### src/rtl/strq_pkg.sv
package strq_pkg;
  localparam int unsigned DEF_W = 8;
  localparam int unsigned DEF_N = 23;

  // default: 4..24 step 2, 28..60 step 4, then 68, 72, 80
  function automatic logic [DEF_N*DEF_W-1:0] def_table();
    logic [DEF_N*DEF_W-1:0] t;
    int unsigned v;
    t = '0;
    for (int unsigned i = 0; i < DEF_N; i++) begin
      if (i < 11)       v = 4 + 2*i;
      else if (i < 20)  v = 28 + 4*(i-11);
      else if (i == 20) v = 68;
      else if (i == 21) v = 72;
      else              v = 80;
      t[i*DEF_W +: DEF_W] = DEF_W'(v);
    end
    return t;
  endfunction
endpackage

### src/rtl/strq_cmp.sv
module strq_cmp #(
  parameter int unsigned STR_W = 8,
  parameter int unsigned DEPTH = 23
) (
  input  logic [STR_W-1:0]       req_i,
  input  logic [DEPTH*STR_W-1:0] table_i,
  output logic [DEPTH-1:0]       ge_o,
  output logic [DEPTH-1:0]       eq_o
);
  for (genvar g = 0; g < DEPTH; g++) begin : g_ent
    assign ge_o[g] = req_i >= table_i[g*STR_W +: STR_W];
    assign eq_o[g] = req_i == table_i[g*STR_W +: STR_W];
  end
endmodule

### src/rtl/strq_sel.sv
module strq_sel #(
  parameter int unsigned DEPTH = 23,
  parameter int unsigned IDX_W = 5
) (
  input  logic [DEPTH-1:0] ge_i,
  input  logic [DEPTH-1:0] eq_i,
  output logic [IDX_W-1:0] idx_o,
  output logic             hit_o
);
  localparam int unsigned CNT_W = $clog2(DEPTH + 1);
  logic [CNT_W-1:0] cnt;

  // ascending table makes ge a thermometer; its weight points past the pick
  always_comb begin
    cnt = '0;
    for (int unsigned i = 0; i < DEPTH; i++) cnt = cnt + CNT_W'(ge_i[i]);
  end

  assign idx_o = (cnt == '0) ? '0 : IDX_W'(cnt - 1'b1);
  assign hit_o = |eq_i;
endmodule

### src/rtl/strq_top.sv
module strq_top
  import strq_pkg::*;
#(
  parameter int unsigned              STR_W = DEF_W,
  parameter int unsigned              DEPTH = DEF_N,
  parameter logic [DEPTH*STR_W-1:0]   TABLE = def_table(),
  localparam int unsigned             IDX_W = (DEPTH > 1) ? $clog2(DEPTH) : 1
) (
  input  logic             clk_i,
  input  logic             rst_ni,
  input  logic             req_valid_i,
  input  logic [STR_W-1:0] req_str_i,
  output logic             ready_o,
  output logic [STR_W-1:0] str_o,
  output logic [IDX_W-1:0] idx_o,
  output logic             match_o
);
  logic [DEPTH-1:0] ge_d, eq_d, ge_q, eq_q;
  logic             v_q;
  logic [IDX_W-1:0] idx_d;
  logic             hit_d;

  strq_cmp #(.STR_W(STR_W), .DEPTH(DEPTH)) cmp_i (
    .req_i(req_str_i), .table_i(TABLE), .ge_o(ge_d), .eq_o(eq_d)
  );

  always_ff @(posedge clk_i or negedge rst_ni) begin
    if (!rst_ni) begin
      v_q  <= 1'b0;
      ge_q <= '0;
      eq_q <= '0;
    end else begin
      v_q <= req_valid_i;
      if (req_valid_i) begin
        ge_q <= ge_d;
        eq_q <= eq_d;
      end
    end
  end

  strq_sel #(.DEPTH(DEPTH), .IDX_W(IDX_W)) sel_i (
    .ge_i(ge_q), .eq_i(eq_q), .idx_o(idx_d), .hit_o(hit_d)
  );

  always_ff @(posedge clk_i or negedge rst_ni) begin
    if (!rst_ni) begin
      ready_o <= 1'b0;
      str_o   <= '0;
      idx_o   <= '0;
      match_o <= 1'b0;
    end else begin
      ready_o <= v_q;
      if (v_q) begin
        str_o   <= TABLE[idx_d*STR_W +: STR_W];
        idx_o   <= idx_d;
        match_o <= hit_d;
      end
    end
  end

  AST_THERMO: assert property (@(posedge clk_i) disable iff (!rst_ni)
    v_q |-> ((ge_q + 1'b1) & ge_q) == '0);
  AST_ONE_HIT: assert property (@(posedge clk_i) disable iff (!rst_ni)
    v_q |-> $onehot0(eq_q));
  AST_LATENCY: assert property (@(posedge clk_i) disable iff (!rst_ni)
    req_valid_i |-> ##2 ready_o);
  AST_EXACT_SAME: assert property (@(posedge clk_i) disable iff (!rst_ni)
    (ready_o && match_o) |-> str_o == $past(req_str_i, 2));
  AST_UP_ONLY_FLOOR: assert property (@(posedge clk_i) disable iff (!rst_ni)
    (ready_o && str_o > $past(req_str_i, 2)) |-> idx_o == '0);
  AST_HOLD: assert property (@(posedge clk_i) disable iff (!rst_ni)
    !ready_o |-> $stable(str_o) && $stable(idx_o) && $stable(match_o));
endmodule

### config.mk
export PLATFORM = sky130hd
export DESIGN_NAME = strq_top
export DESIGN_NICKNAME = d
export VERILOG_FILES = /design/src/rtl/strq_pkg.sv /design/src/rtl/strq_cmp.sv /design/src/rtl/strq_sel.sv /design/src/rtl/strq_top.sv
export SDC_FILE = /design/constraint.sdc
export NUM_CORES = 1
export LEC_CHECK = 0
export ABC_AREA = 1
export CORE_ASPECT_RATIO = 1.5
export CORE_MARGIN = 4
export CORE_UTILIZATION = 27
export DETAILED_ROUTE_END_ITERATION = 8
export PLACE_DENSITY_LB_ADDON = 0.15
export SLEW_MARGIN = 10
export SYNTH_ARGS = -nofsm -noshare
export SYNTH_HDL_FRONTEND = slang
export SYNTH_HIERARCHICAL = 1
export SYNTH_SLANG_ARGS = --single-unit
### constraint.sdc
create_clock -name clk_i -period 5.7 [get_ports clk_i]
set_input_delay 0.57 -clock clk_i [delete_from_list [all_inputs] [get_ports clk_i]]
set_output_delay 0.57 -clock clk_i [all_outputs]
set_load 0.02 [all_outputs]
# Word-level counts from Yosys, hierarchy flattened
# Cells that the tools add are included.
[op_classes] reduce_logical=2 n_lt_le_gt_ge=23 addsub=23 n_mul=0 div=0 eq_ne=23 shift=1 n_mux=1 n_bitwise=0
[op_table] operator="indexed part select 184 x 9 -> 8 bit (first input constant)" n=1
[op_table] operator="adder 5 x 1 -> 5 bit" n=21
[op_table] operator="== test 8 x 6 -> 1 bit (second input constant)" n=8
[op_table] operator=">= comparator 8 x 6 -> 1 bit (second input constant)" n=8
[op_table] operator="== test 8 x 5 -> 1 bit (second input constant)" n=6
[op_table] operator=">= comparator 8 x 5 -> 1 bit (second input constant)" n=6
[op_table] operator="== test 8 x 4 -> 1 bit (second input constant)" n=4
[op_table] operator=">= comparator 8 x 4 -> 1 bit (second input constant)" n=4
[op_table] operator="== test 8 x 7 -> 1 bit (second input constant)" n=3
[op_table] operator=">= comparator 8 x 7 -> 1 bit (second input constant)" n=3
[op_table] operator="OR reduction 23 bit" n=1
[op_table] operator="== test 8 x 3 -> 1 bit (second input constant)" n=2
[op_table] operator=">= comparator 8 x 3 -> 1 bit (second input constant)" n=2
[op_table] operator="logical NOT 5 bit" n=1
[op_table] operator="2-to-1 mux 5 bit" n=1
[op_table] operator="subtractor 5 x 1 -> 5 bit (second input constant)" n=1
[op_table] operator="adder 1 x 1 -> 2 bit" n=1
[word_totals] memories=0 reg_bits=62 word_cells=80 output_inout_bits=15 in_bits=11 ramBits=0 latch_bits=0 romBits=0

# Depth between registers and ports, before layout
# Gate-level depths: netlist of run 1.
[depth] depth_word=25 ltp_mapped=27 mapped_depth_nobuf=27

# Cells and area by module
# The synthesis of run 1 kept the hierarchy.
[modules_own_cells] module="strq_cmp" cells_each=875 area_each_um2=5039.8 seq_area_each_um2=0.0 instances=1
[modules_own_cells] module="strq_top" cells_each=185 area_each_um2=2602.5 seq_area_each_um2=1501.4 instances=1
[modules_own_cells] module="strq_sel" cells_each=119 area_each_um2=827.0 seq_area_each_um2=0.0 instances=1

# Worst setup path after synthesis of run 1
# No wires, ideal clock.
[synth_path] path_type="register to register" from="reg ge_q[11]" to="reg str_o[3]" period_less_slack_ps=5105 t_required_ps=5584 stages_incl_launch_ff=25 t_arrival_ps=4989 n_path_buf=0 slack_ps=595 path_cell_list="dfrtp_1 inv_1 fa_1 inv_1 fa_1 inv_1 fa_1 fa_1 fa_1 fa_1 fa_1 ha_1 inv_1 nor2_4 nand3_2 nand2_1 inv_1 inv_1 ha_1 nand2_1 nand2_1 nand2_1 nand2_1 nand2_1 nand2_1"
[synth_via] elab_chain_len=15 word_cells_on_any_way=16
[synth_lines] element="from (decl)" line_no="strq_top.sv:18" rtl="logic [DEPTH-1:0] ge_d, eq_d, ge_q, eq_q;"
[synth_lines] element="from (signal assigned)" line_no="strq_top.sv:35" rtl="ge_q <= ge_d;"
[synth_lines] element="adder 5 x 1 -> 5 bit * (12 in a row)" line_no="strq_sel.sv:16" rtl="for (int unsigned i = 0; i < DEPTH; i++) cnt = cnt + CNT_W'(ge_i[i]);"
[synth_lines] element="subtractor 5 x 1 -> 5 bit or logical NOT 5 bit (tied branches)" line_no="strq_sel.sv:19" rtl="assign idx_o = (cnt == '0) ? '0 : IDX_W'(cnt - 1'b1);"
[synth_lines] element="2-to-1 mux 5 bit *" line_no="strq_sel.sv:19"
[synth_lines] element="via idx_d[2]" line_no="strq_top.sv:20" rtl="logic [IDX_W-1:0] idx_d;"
[synth_lines] element="indexed part select 184 x 9 -> 8 bit *" line_no="strq_top.sv:54" rtl="str_o <= TABLE[idx_d*STR_W +: STR_W];"
[synth_lines] element="to (signal assigned)" line_no="strq_top.sv:54"
[synth_lines] element="to (decl)" line_no="strq_top.sv:14" rtl="output logic [STR_W-1:0] str_o,"
# Mark *: on every way through the listed nets, which the timed path passes. The rest lies on a longest branch.
# A chain may end at the register's enable or synchronous reset.

# Worst setup path in the final report of run 1
# Ends and elaborated chain as after synthesis.

==> impl_metrics.toml, run 1 <==
[grt]
congestion_overflow_gr = 0
grt_max_degree = 61
grt_antenna_before_repair = 0
grt_pass1_vias = 6573
globalRouteTotalUtil_pct = 10.8
grt_pass1_wl_um = 30600

[synth]
synth_async_sr_flop_share_pct = 100
synth_area_um2 = 8470
post_synth_num_cell_types = 27
synth_ff_type = "sky130_fd_sc_hd__dfrtp_1"
syn_inst_count = 1179
synth_area_per_cell_um2 = 7.18
seq_area_frac_synth_pct = 17.7
yosys_warnings = 6
seq_cells_post_synth = 60
synth_edf_count = 0

[clock_tree]
ctsHoldBuffers = 0
cts-htree-levels = 3
cts_made_buffers = 9
clock_tree_from_tritoncts = "done"
cts_buffer_depth = 2
worst_setup_hold_path_clk_slew_ns = 0.06
cts-root-buf = "sky130_fd_sc_hd__clkbuf_16"
worstSkewPairLatency_ns = 0.33
post_cts_buffers = 0
cts.sink_count = 60

[detailed_routing]
first_drt_pass_iteration_count = 4
route.final.wire_length_um = 17400
drtAntennaViolNets = 0
detailedRoute.firstIterationViolations = 126
route.detailed.wl_per_inst_um = 9.62
routed-via-count = 6847
post-route-drc-count = 0
post_drt_via_cell_ratio = 3.79

[floorplan]
die-area_um2 = 34300
fp-row-count = 79
io_pins = 26
start_util_pct = 27.3
die_h_um = 225
die_x_um = 153
core_area_um2 = 31000

[timing]
final-setup-viol-count = 0
fin_ws_ns = 0.422
fin_setup_tns_ns = 0
worst_pin_slew_ns = 0.863
finalMaxSlewViolations = 0
max_clock_freq_mhz = 189
unrepaired_setup_endpoints_after_global_routing = "no"
finalClockSkew_ns = 0.00524
max-slew-margin-rel_pct = 42.5
layout_min_cycle_time_ns = 5.28
period_share_pct = 92.6
final_hold_violations = 0

[critical_path]
capture_point_of_the_worst_path = "str_o[3]"
worst_ep_arrival_time_ns = 5.50
startpoint = "ge_q[11]"
r2r_cells = 24
worstSetupEndpointType = "register"
crit-reg2reg-launch = "ge_q[11]"
crit_path_start_kind = "register"
worst_path_max_fanout = 6
regToRegEndpoint = "str_o[3]"
r2r_setup_slack_ns = 0.42
worstPathRequired_ns = 5.92
critPathKind = "register to register"

[final_layout]
fillerInstances = 3418
area_delta_synth_final_pct = 20.1
antenna_cells_inserted = 0
final_cells = 1808
final_layout_size_suffix_gt1_share_pct = 7.63
layout.nets = 1619
finish.utilization_pct = 32.8
layout_common_cells = "324 x sky130_fd_sc_hd__nand2_1, 303 x sky130_fd_sc_hd__inv_1, 194 x sky130_fd_sc_hd__ha_1"
layout_commonest_cell = "sky130_fd_sc_hd__nand2_1"

[place]
buffer_ports.inserted = 23
place.gp.congestion = 0.754
dp_slack_ns = 0.284
dp_hpwl_um = 13500
placedCellCount = 1792

[outcome]
run_status = "complete, no violations"

[job]
timing.max_cap.violations = 0

[min_path]
worst_hold_path_type = "primary input to async pin"
synthesized netlist by cell type (4+ instances only):
cell,instances,area share [%]
sky130_fd_sc_hd__a21oi_1,73,4.3
sky130_fd_sc_hd__buf_12,4,0.95
sky130_fd_sc_hd__buf_4,4,0.35
sky130_fd_sc_hd__dfrtp_1,60,18
sky130_fd_sc_hd__fa_1,16,3.8
sky130_fd_sc_hd__ha_1,194,29
sky130_fd_sc_hd__inv_1,305,14
sky130_fd_sc_hd__mux2_2,6,0.80
sky130_fd_sc_hd__mux2_4,40,7.1
sky130_fd_sc_hd__nand2_1,324,14
sky130_fd_sc_hd__nand3_1,8,0.47
sky130_fd_sc_hd__nor2_1,96,4.3
sky130_fd_sc_hd__nor2_2,23,1.7
sky130_fd_sc_hd__o21ai_0,6,0.35
repair_timing:
action	in CTS	in global routing
gates resized for setup	0	3
setup endpoints to repair	0	2
endpoints found under the hold margin	0	0
kinds of logic (layout without fill, tap and decap cells):
family                   after synthesis  in the layout  share of synthesized area [%]
AND/OR/NAND/NOR                      462            462                           21.8
buffers and inverters                316            356                           15.0
adder cells (fa/ha/maj)              210            210                           32.4
AO/OA/AOI/OAI                         82             82                           4.93
flip-flops                            60             60                           17.7
multiplexers                          46             46                           7.89
other                                  2            186                         0.0887
XOR/XNOR                               1              1                          0.103
cell type report:
class	instances	area [µm²]	area share, %
clock buffer	10	239	2.35
clock inverter	6	87.6	0.861
inverter	307	1150	11.3
multi-input combinational	987	6390	62.8
sequential	60	1500	14.8
tap	405	507	4.98
timing repair buffer	33	295	2.90
how the worst min path moves through the flow:
stage,from,endpoint,slack [ns],cells after the start
global placement,idx_o[0],idx_o[0],0.46,2
finish,rst_ni,idx_o[4],0.40,2
detailed placement,match_o,match_o,0.46,2
CTS,rst_ni,idx_o[4],0.43,2
global route,rst_ni,idx_o[4],0.49,2
floorplan,rst_ni,eq_q[0],0.27,0
critical path, cell delays in order, from the launching register on:
cell	delay [ns]
sky130_fd_sc_hd__dfrtp_1	0.34
sky130_fd_sc_hd__inv_1	0.06
sky130_fd_sc_hd__fa_1	0.53
sky130_fd_sc_hd__inv_1	0.05
sky130_fd_sc_hd__fa_1	0.47
sky130_fd_sc_hd__inv_1	0.05
sky130_fd_sc_hd__fa_1	0.46
sky130_fd_sc_hd__fa_1	0.54
sky130_fd_sc_hd__fa_1	0.43
sky130_fd_sc_hd__fa_2	0.36
sky130_fd_sc_hd__fa_1	0.49
sky130_fd_sc_hd__ha_1	0.25
sky130_fd_sc_hd__inv_1	0.10
sky130_fd_sc_hd__nor2_4	0.05
sky130_fd_sc_hd__nand3_2	0.08
sky130_fd_sc_hd__nand2_1	0.06
sky130_fd_sc_hd__inv_1	0.16
sky130_fd_sc_hd__inv_2	0.08
sky130_fd_sc_hd__ha_1	0.29
sky130_fd_sc_hd__nand2_1	0.06
sky130_fd_sc_hd__nand2_1	0.05
sky130_fd_sc_hd__nand2_1	0.06
sky130_fd_sc_hd__nand2_1	0.05
sky130_fd_sc_hd__nand2_1	0.06
sky130_fd_sc_hd__nand2_1	0.05
per-layer routing:
metal	track usage, %	up-vias	routed length (µm)
li1	-	3837	-
met1	12.7	2962	7780
met2	21.2	37	9200
met3	1.21	11	266
met4	2.07	0	153
met5	0	-	0
flip-flops by register name, indices dropped and copies added, names as in the netlist:
register / cells
idx_o: 5
ready_o: 1
ge_q: 23
v_q: 1
str_o: 6
match_o: 1
eq_q: 23
metrics by stage:
stage               instance area, µm²  hold WS, ns
finish                           10200        0.401
global route                     10200        0.491
CTS                              10200        0.434
detailed placement                9840        0.465
global placement                  9840        0.456
floorplan                         9160        0.274
Power of run 1 is left out: the tool's default activity adds up to more than one toggle a clock period on the data nets, which glitch-free logic cannot reach.
==> run 2: changes to the inputs <==
--- a/config.mk
+++ b/config.mk
@@ -8,11 +8,13 @@
 export ABC_AREA = 1
 export CORE_ASPECT_RATIO = 1.5
 export CORE_MARGIN = 4
-export CORE_UTILIZATION = 27
+export CORE_UTILIZATION = 64
 export DETAILED_ROUTE_END_ITERATION = 8
+export HOLD_SLACK_MARGIN = 0.05
 export PLACE_DENSITY_LB_ADDON = 0.15
 export SLEW_MARGIN = 10
 export SYNTH_ARGS = -nofsm -noshare
 export SYNTH_HDL_FRONTEND = slang
 export SYNTH_HIERARCHICAL = 1
 export SYNTH_SLANG_ARGS = --single-unit
+export TNS_END_PERCENT = 1
==> run 2 against run 1 <==
  * Sequential share of layout area rose by 0.46 points
  * Worst setup slack got worse by 0.21 ns
  * Clock-buffer cell count rose by 2
  * Utilization rose by 43 points
  * Sequential cell count did not move
  * First-iteration DRC count rose by 57%
  * Largest cell class unchanged
  * Highest routed layer unchanged
  * Critical path depth did not move
  * Clock skew fell by 0.0019 ns
  * Worst hold slack improved by 0.0019 ns
==> impl_metrics.toml, run 2 (synthesized netlist as in run 1, its figures left out) <==
[outcome]
run_status = "complete, no violations"

[timing]
finalMaxSlewViolations = 0
layout_min_cycle_time_ns = 5.48
unrepaired_setup_endpoints_after_global_routing = "no"
worst_pin_slew_ns = 1.13
fin_setup_tns_ns = 0
period_share_pct = 96.2
final-setup-viol-count = 0
max_clock_freq_mhz = 182
worst_hold_slack_ns = 0.402
max-slew-margin-rel_pct = 24.4
final_hold_violations = 0
finalClockSkew_ns = 0.00332

[detailed_routing]
first_drt_pass_iteration_count = 4
detailedRoute.firstIterationViolations = 198
drtAntennaViolNets = 0
route.detailed.wl_per_inst_um = 11.0
post-route-drc-count = 0
route.final.wire_length_um = 17200
post_drt_via_cell_ratio = 4.65
routed-via-count = 7257

[critical_path]
crit_chain = "inv_1 > fa_1 > inv_1 > fa_1 > inv_1 > fa_1 > fa_1 > fa_1 > fa_1 > fa_1 > ha_1 > inv_1 > nor2_4 > nand3_2 > nand2_1 > inv_1 > inv_1 > ha_1 > nand2_1 > nand2_1 > nand2_1 > nand2_1 > nand2_1 > nand2_1"
worst-path-stages = 24
crit-reg2reg-launch = "ge_q[11]"
cp_num_buf_inv = 6
r2r_cells = 24
worstPathRequired_ns = 5.92
critPathSlowestCell = "sky130_fd_sc_hd__fa_1"
worst_path_max_fanout = 6
critPathKind = "register to register"
timing.critical_path.max_delay_family = "adder cells"
capture_point_of_the_worst_path = "str_o[3]"
worst_ep_arrival_time_ns = 5.70
regToRegEndpoint = "str_o[3]"
worstSetupEndpointType = "register"
crit_path_start_kind = "register"
r2r_setup_slack_ns = 0.22
startpoint = "ge_q[11]"
crit_path_max_incr_delay_ns = 0.58

[place]
buffer_ports.inserted = 23
placedCellCount = 1545
place.gp.congestion = 0.811
dp_hpwl_um = 12600
dpl-instance-area_um2 = 9530

[final_layout]
layout.nets = 1618
area_delta_synth_final_pct = 16.4
final_cells = 1561
final_layout_size_suffix_gt1_share_pct = 7.42
postLayoutCellArea_um2 = 9860
multiInputGateArea_um2 = 6380
area_used_by_sequential_logic_in_the_layout_um2 = 1500
antenna_cells_inserted = 0
largest_registers = "eq_q x23, ge_q x23, str_o x6"
layout_commonest_cell = "sky130_fd_sc_hd__nand2_1"
layout_common_cells = "324 x sky130_fd_sc_hd__nand2_1, 304 x sky130_fd_sc_hd__inv_1, 194 x sky130_fd_sc_hd__ha_1"
fillerInstances = 1062

[floorplan]
core_area_um2 = 13000
die-area_um2 = 15200
start_util_pct = 65.4
io_pins = 26
fp-row-count = 51
die_h_um = 149
die_x_um = 102

[job]
timing.max_cap.violations = 0

[clock_tree]
cts_made_buffers = 9
cts_repair_resize_count = 0
worst_setup_hold_path_clk_slew_ns = 0.05
worstSkewPairLatency_ns = 0.33
cts.sink_count = 60
ctsHoldBuffers = 0
cts_buffer_depth = 2
cts-htree-levels = 3
cts-root-buf = "sky130_fd_sc_hd__clkbuf_16"
clock_tree_from_tritoncts = "done"
post_cts_buffers = 0

[grt]
grt_max_degree = 61
globalRouteTotalUtil_pct = 24.9
grt_pass1_vias = 7216
congestion_overflow_gr = 0
grt_antenna_before_repair = 0
grt_pass1_wl_um = 30300

[min_path]
worst_hold_path_type = "primary input to async pin"
==> run 2: changes by cell type in the layout (fill, tap and decap cells not counted), sizes merged <==
cell	change
clkinv	-2
clkbuf	+2
buf	-1
==> run 2: how the worst min path moves through the flow <==
| stage | from | to |
|---|---|---|
| final | rst_ni | ge_q[4] |
| after global routing | rst_ni | ge_q[8] |
| after CTS | rst_ni | ge_q[4] |
| after detailed placement | idx_o[0] | idx_o[0] |
| after global placement | match_o | match_o |
| after floorplan | rst_ni | eq_q[0] |
==> run 2: stage by stage <==
step,worst slack (ns),util (%)
floorplan,0.595,-
detailed placement,0.289,73.5
global placement,0.426,73.5
finish,0.215,76.1
global route,0.0237,76.1
CTS,0.192,76.1
==> run 2: area by class of cell <==
type | instances | share of cell area [%]
clock inverters | 4 | 0.710
multi-input cells | 987 | 64.7
inverters | 307 | 11.7
flip-flops and latches | 60 | 15.2
well taps | 159 | 2.02
clock buffers | 12 | 2.70
repair buffers | 32 | 2.92
==> run 2: layer usage <==
| layer | wire length (µm) | global-route usage, % | share of wire (%) | up-vias |
|---|---|---|---|---|
| li1 | - | - | - | 3838 |
| met1 | 6920 | 26.8 | 40 | 3273 |
| met2 | 9330 | 48.1 | 54 | 108 |
| met3 | 497 | 2.90 | 2.9 | 38 |
| met4 | 498 | 9.39 | 2.9 | 0 |
| met5 | 0 | 0 | 0 | - |
==> run 2: worst register-to-register path, stage by stage (launching register included) <==
cell and delay [ns]:
sky130_fd_sc_hd__dfrtp_1 0.35, sky130_fd_sc_hd__inv_1 0.08, sky130_fd_sc_hd__fa_1 0.53, sky130_fd_sc_hd__inv_1 0.05, sky130_fd_sc_hd__fa_1 0.48, sky130_fd_sc_hd__inv_1 0.05, sky130_fd_sc_hd__fa_1 0.45, sky130_fd_sc_hd__fa_1 0.53
sky130_fd_sc_hd__fa_1 0.43, sky130_fd_sc_hd__fa_1 0.44, sky130_fd_sc_hd__fa_1 0.59, sky130_fd_sc_hd__ha_1 0.20, sky130_fd_sc_hd__inv_1 0.07, sky130_fd_sc_hd__nor2_4 0.12, sky130_fd_sc_hd__nand3_2 0.10, sky130_fd_sc_hd__nand2_1 0.08
sky130_fd_sc_hd__inv_1 0.09, sky130_fd_sc_hd__inv_1 0.13, sky130_fd_sc_hd__ha_1 0.24, sky130_fd_sc_hd__nand2_1 0.07, sky130_fd_sc_hd__nand2_1 0.05, sky130_fd_sc_hd__nand2_1 0.05, sky130_fd_sc_hd__nand2_1 0.05, sky130_fd_sc_hd__nand2_1 0.06
sky130_fd_sc_hd__nand2_1 0.06
Power of run 2 is left out for the same reason.
